### config.mk
export PLATFORM = sky130hd
export DESIGN_NAME = dac_ramp_gen
export DESIGN_NICKNAME = d
export VERILOG_FILES = /design/src/rtl/dac_ramp_pkg.sv /design/src/rtl/ramp_datapath.sv /design/src/rtl/ramp_ctrl.sv /design/src/rtl/dac_ramp_gen.sv
export SDC_FILE = /design/constraint.sdc
export NUM_CORES = 1
export LEC_CHECK = 0
export BUFFER_PORTS_ARGS = -buffer_cell sky130_fd_sc_hd__buf_2
export CAP_MARGIN = 10
export CORE_UTILIZATION = 48
export DETAILED_ROUTE_END_ITERATION = 8
export SYNTH_ARGS = -nofsm -noshare
export SYNTH_HDL_FRONTEND = slang
export SYNTH_HIERARCHICAL = 1
export SYNTH_SLANG_ARGS = --single-unit
### constraint.sdc
create_clock -name clk -period 2.5 [get_ports clk]
set_clock_uncertainty 0.15 [all_clocks]
set_input_delay 0.5 -clock clk [delete_from_list [all_inputs] [get_ports clk]]
set_output_delay 0.5 -clock clk [all_outputs]
set_load 0.005 [all_outputs]
### src/rtl/dac_ramp_pkg.sv
package dac_ramp_pkg;

  // Width of the command nibble at the head of every frame.
  localparam int CMD_W = 4;

  // Broadcast load-and-update command.
  localparam logic [CMD_W-1:0] BCAST_LOAD_UPDATE = 4'b1110;

  // Strobes that the control sends to the datapath.
  typedef struct packed {
    logic loadFrame;  // copy command and code into the shifter
    logic shiftBit;   // advance the shifter by one bit
    logic bumpCode;   // step the ramp code
  } rampStrobes_t;

  // Link phases; each one lasts one serial half-period.
  typedef enum logic [2:0] {
    PH_CLEAR,
    PH_GAP,
    PH_LOW,
    PH_HIGH,
    PH_TAIL
  } rampPhase_t;

endpackage

### src/rtl/ramp_datapath.sv
module ramp_datapath
  import dac_ramp_pkg::*;
#(
  parameter int CODE_W  = 12,
  parameter int FRAME_W = CMD_W + CODE_W
) (
  input  logic         clk,
  input  logic         rstN,
  input  rampStrobes_t stb,
  output logic         serData,
  output logic         frameWasZero
);

  logic [FRAME_W-1:0] shiftReg;
  logic [CODE_W-1:0]  code;
  logic               sentZero;

  // The frame shifter fills with zeros from the bottom. One shift after the
  // last bit therefore leaves the register clear, so the data line rests low.
  always_ff @(posedge clk or negedge rstN) begin
    if (!rstN) begin
      shiftReg <= '0;
      sentZero <= 1'b0;
    end else if (stb.loadFrame) begin
      shiftReg <= {BCAST_LOAD_UPDATE, code};
      sentZero <= (code == '0);
    end else if (stb.shiftBit) begin
      shiftReg <= {shiftReg[FRAME_W-2:0], 1'b0};
    end
  end

  // The ramp code wraps naturally at its width.
  always_ff @(posedge clk or negedge rstN) begin
    if (!rstN) begin
      code <= '0;
    end else if (stb.bumpCode) begin
      code <= code + 1'b1;
    end
  end

  assign serData      = shiftReg[FRAME_W-1];
  assign frameWasZero = sentZero;

  // a freshly loaded frame carries the broadcast command on top
  assert_cmd_nibble_R2: assert property (@(posedge clk) disable iff (!rstN)
    stb.loadFrame |=> shiftReg[FRAME_W-1 -: CMD_W] == BCAST_LOAD_UPDATE);

  // the code steps by exactly one, modulo its width
  assert_code_step_R3: assert property (@(posedge clk) disable iff (!rstN)
    stb.bumpCode |=> code == CODE_W'($past(code) + 1'b1));

endmodule

### src/rtl/ramp_ctrl.sv
module ramp_ctrl
  import dac_ramp_pkg::*;
#(
  parameter int HALF_CYCLES = 4,
  parameter int FRAME_W     = 16
) (
  input  logic         clk,
  input  logic         rstN,
  input  logic         frameWasZero,
  output rampStrobes_t stb,
  output logic         selN,
  output logic         serClk,
  output logic         clearN,
  output logic         trigger
);

  localparam int BIT_W = $clog2(FRAME_W);
  localparam logic [BIT_W-1:0] LAST_BIT = BIT_W'(FRAME_W - 1);

  logic tick;

  // Half-period timebase; a divide-by-one needs no counter.
  generate
    if (HALF_CYCLES <= 1) begin : g_nodiv
      assign tick = 1'b1;
    end else begin : g_div
      localparam int DIV_W = $clog2(HALF_CYCLES);
      localparam logic [DIV_W-1:0] DIV_END = DIV_W'(HALF_CYCLES - 1);
      logic [DIV_W-1:0] divCnt;
      always_ff @(posedge clk or negedge rstN) begin
        if (!rstN)              divCnt <= '0;
        else if (divCnt == DIV_END) divCnt <= '0;
        else                    divCnt <= divCnt + 1'b1;
      end
      assign tick = (divCnt == DIV_END);
    end
  endgenerate

  rampPhase_t phase, phaseNext;
  logic [BIT_W-1:0] bitIdx;
  logic lastBit;

  assign lastBit = (bitIdx == LAST_BIT);

  always_comb begin
    phaseNext = phase;
    unique case (phase)
      PH_CLEAR: phaseNext = PH_GAP;
      PH_GAP:   phaseNext = PH_LOW;
      PH_LOW:   phaseNext = PH_HIGH;
      PH_HIGH:  phaseNext = lastBit ? PH_TAIL : PH_LOW;
      PH_TAIL:  phaseNext = PH_GAP;
      default:  phaseNext = PH_CLEAR;
    endcase
  end

  always_comb begin
    stb.loadFrame = tick && (phase == PH_GAP);
    stb.shiftBit  = tick && (phase == PH_HIGH);
    stb.bumpCode  = tick && (phase == PH_TAIL);
  end

  always_ff @(posedge clk or negedge rstN) begin
    if (!rstN) begin
      phase  <= PH_CLEAR;
      bitIdx <= '0;
    end else if (tick) begin
      phase <= phaseNext;
      if (phase == PH_GAP)                 bitIdx <= '0;
      else if (phase == PH_HIGH && !lastBit) bitIdx <= bitIdx + 1'b1;
    end
  end

  assign clearN  = (phase != PH_CLEAR);
  assign selN    = (phase == PH_CLEAR) || (phase == PH_GAP);
  assign serClk  = (phase == PH_HIGH);
  assign trigger = (phase == PH_GAP) && frameWasZero;

  // the serial clock never rises outside a frame
  assert_sclk_in_frame_R4: assert property (@(posedge clk) disable iff (!rstN)
    serClk |-> !selN);

  // once released, clear stays high until the next reset
  assert_clear_holds_R1: assert property (@(posedge clk) disable iff (!rstN)
    clearN |=> clearN);

  // the trigger only ever appears in the gap between frames
  assert_trig_in_gap_R7: assert property (@(posedge clk) disable iff (!rstN)
    trigger |-> (selN && clearN));

endmodule

### src/rtl/dac_ramp_gen.sv
module dac_ramp_gen
  import dac_ramp_pkg::*;
#(
  parameter int HALF_CYCLES = 4,
  parameter int CODE_W      = 12
) (
  input  logic clk,
  input  logic rstN,
  output logic dacSelN,
  output logic dacSclk,
  output logic dacSdata,
  output logic dacClearN,
  output logic scopeTrig
);

  localparam int FRAME_W = CMD_W + CODE_W;

  rampStrobes_t stb;
  logic frameWasZero;

  ramp_ctrl #(
    .HALF_CYCLES(HALF_CYCLES),
    .FRAME_W    (FRAME_W)
  ) u_ctrl (
    .clk         (clk),
    .rstN        (rstN),
    .frameWasZero(frameWasZero),
    .stb         (stb),
    .selN        (dacSelN),
    .serClk      (dacSclk),
    .clearN      (dacClearN),
    .trigger     (scopeTrig)
  );

  ramp_datapath #(
    .CODE_W (CODE_W),
    .FRAME_W(FRAME_W)
  ) u_dp (
    .clk         (clk),
    .rstN        (rstN),
    .stb         (stb),
    .serData     (dacSdata),
    .frameWasZero(frameWasZero)
  );

  // the data line rests low whenever select is inactive
  assert_data_idle_R9: assert property (@(posedge clk) disable iff (!rstN)
    dacSelN |-> !dacSdata);

endmodule

==> reports/qor.txt <==
Drt wl/cell = 13.6 um
TritonRoute pass-1 iters = 4
First-pass GRT wire length = 5710 um
Layout cell share with drive strength beyond 1 = 0.141
Commonest non-fill, non-tap cell in the layout = dfrtp_1
Setup-failing EPs final = 0
Syn nets = 175
Final nets = 183
Most frequent cells in the layout = dfrtp_1 (38), nand2_1 (21), o21ai_0 (17)
Gr usage total = 0.185
Io pins = 7
CTS tree = done
RSZ-0062 raised after global routing = no
Status = completed
TNS Setup = 0 ns
Crit. End Element = flip-flop
CTS sink count = 38
Worst hold margin = 0.150 ns
CTS max path bufs = 2
Post-route ant nets = 0
Syn Std Cell Area = 1840 sq um
Final period util = 0.786
Max-slew headroom = 0.470
Number of fill cells = 351
Storage cell area = 951 sq um
Clock Tree Root = clkbuf_8
Yosys warnings = 6
Initial antenna violation count = 0
WL final = 3070 um
Initial core utilization = 0.502
Sequential-to-total area share from yosys stat = 0.517
Post-CTS setup buffer count = 0
Fmax = 0.509 GHz
CP Max Fanout = 19
Clock period minus worst slack = 1.97 ns
HPWL after detailed placement = 2150 um
Critical path launch point type = flip-flop
Synth cell types = 38
Data arrival time of the worst path = 1.98 ns
Post-synth EDFFs = 0
Max Slew Vio Count = 0
Die height = 63.9 um
Post-CTS Hold Buffers = 0
Vias in the first global route = 1,256
Clk_lat worst skew = 0.28 ns
Peak supply drop = 0.326 mV
Rows = 22
PwrDens = 509 nW/um^2
Hold WC Path Type = in -> async
Pin count of the biggest net entering global routing = 39
Die extent in x = 63.9 um
Die area = 4080 sq um
Clock buffer count from CTS = 5
Cts repair resizes = 0
Critical path class = reg -> reg
Via density = 5.33
Port buffer count = 6
Yosys reg bits = 38
Hold Fails Final Rpt = 0
Area of the multi-input gates = 813 sq um
Syn_area_per_cell = 10.9 sq um
Slew @ Worst Pin = 0.795 ns
P&R area growth vs syn = 7.49%
# Max-Cap Violations = 0
Dominant synthesized flop cell = dfrtp_1
GRT overflow = 0
Number of H-tree levels = 2
Placer Congestion = 0.755
Synth Instances = 169
Core region area = 3660 sq um
Ys async rst share = 1.00
Leak = 0.908 nW
Worst path required time = 2.51 ns
# diodes = 0
Vias = 1,199
DRC Markers = 0
Clock-pin slew on the worst setup and hold paths = 0.07 ns
Iter 0 DRT Violations = 61
==> synth_stat cells (4+ instances only) <==
master | number | area (sq um)
ha_1 | 4 | 50.1
nor3_1 | 5 | 25.0
xor2_1 | 6 | 52.6
dfrtp_1 | 38 | 951
nand2_1 | 21 | 78.8
a21oi_1 | 4 | 20.0
nor2_1 | 8 | 30.0
mux2i_1 | 12 | 120
inv_1 | 8 | 30.0
o21ai_0 | 17 | 85.1
xnor2_1 | 5 | 43.8
nand3_1 | 4 | 20.0
==> where the power goes <==
part | leakage [nW] | internal [mW] | switching (mW)
clock network | 0.0383 | 0.192 | 0.188
logic | 0.363 | 0.000563 | 0.0108
registers | 0.506 | 0.615 | 0
total | 0.908 | 0.807 | 0.199
==> layout make-up <==
class / instances / share of cell area
flip-flops and latches: 38 / 0.481
repair buffers: 8 / 0.0228
well taps: 48 / 0.0304
multi-input cells: 116 / 0.412
inverters: 8 / 0.0152
clock buffers: 7 / 0.0386
==> layer usage <==
| layer | vias up | global-route usage | part of all wire |
|---|---|---|---|
| li1 | 606 | - | - |
| met1 | 579 | 0.249 | 0.47 |
| met2 | 14 | 0.289 | 0.50 |
| met3 | 0 | 0.0536 | 0.033 |
| met4 | 0 | 0.0511 | 0 |
| met5 | - | 0 | 0 |
==> metrics by stage <==
step	instance area, sq um	util	power [mW]	setup WS (ns)	instances
5_1_grt	1980	0.540	1.06	0.331	225
4_1_cts	1980	0.540	1.02	0.512	225
6_report	1980	0.540	1.01	0.534	225
3_5_place_dp	1900	0.519	0.639	0.548	218
3_3_place_gp	1900	0.519	0.639	0.652	218
2_1_floorplan	1840	-	0.626	0.698	169
==> path summary, 6_finish.rpt <==
check	start	end	slack, ns	cells after the start
setup / recovery	u_ctrl/g_div.divCnt[0]	u_dp/shiftReg[15]	0.53	6
hold / removal	rstN	u_ctrl/bitIdx[3]	0.15	1
setup reg to reg	u_ctrl/g_div.divCnt[0]	u_dp/shiftReg[15]	0.53	6
hold reg to reg	u_ctrl/g_div.divCnt[0]	u_ctrl/g_div.divCnt[0]	0.28	1
max in group asynchronous	rstN	u_dp/shiftReg[5]	1.54	1
min in group clk	u_ctrl/g_div.divCnt[0]	u_ctrl/g_div.divCnt[0]	0.28	1
==> critical path: stages, from the launching register on <==
cell and delay, ns:
dfrtp_1 0.35, ha_1 0.30, nand3b_1 0.24, nor2_2 0.16
buf_4 0.29, nor2b_1 0.08, a211o_1 0.27
==> sequential cells by signal (all words and copies together) (netlist names) <==
signal,cells
u_ctrl/bitIdx,4
u_ctrl/g_div.divCnt,2
u_ctrl/phase,3
u_dp/code,12
u_dp/frameWasZero,1
u_dp/shiftReg,16
==> cells by family (layout without fill, tap and decap cells) <==
| group | count (synthesis) | count (layout) | share of synthesized area |
|---|---|---|---|
| compound gates | 30 | 30 | 0.103 |
| xor+xnor | 11 | 11 | 0.0524 |
| fa+ha+maj | 4 | 4 | 0.0272 |
| buf+inv | 15 | 23 | 0.0415 |
| flops | 38 | 38 | 0.517 |
| mux | 12 | 12 | 0.0654 |
| simple gates | 59 | 59 | 0.193 |
Note: power is estimated with default switching activity, not from simulation.
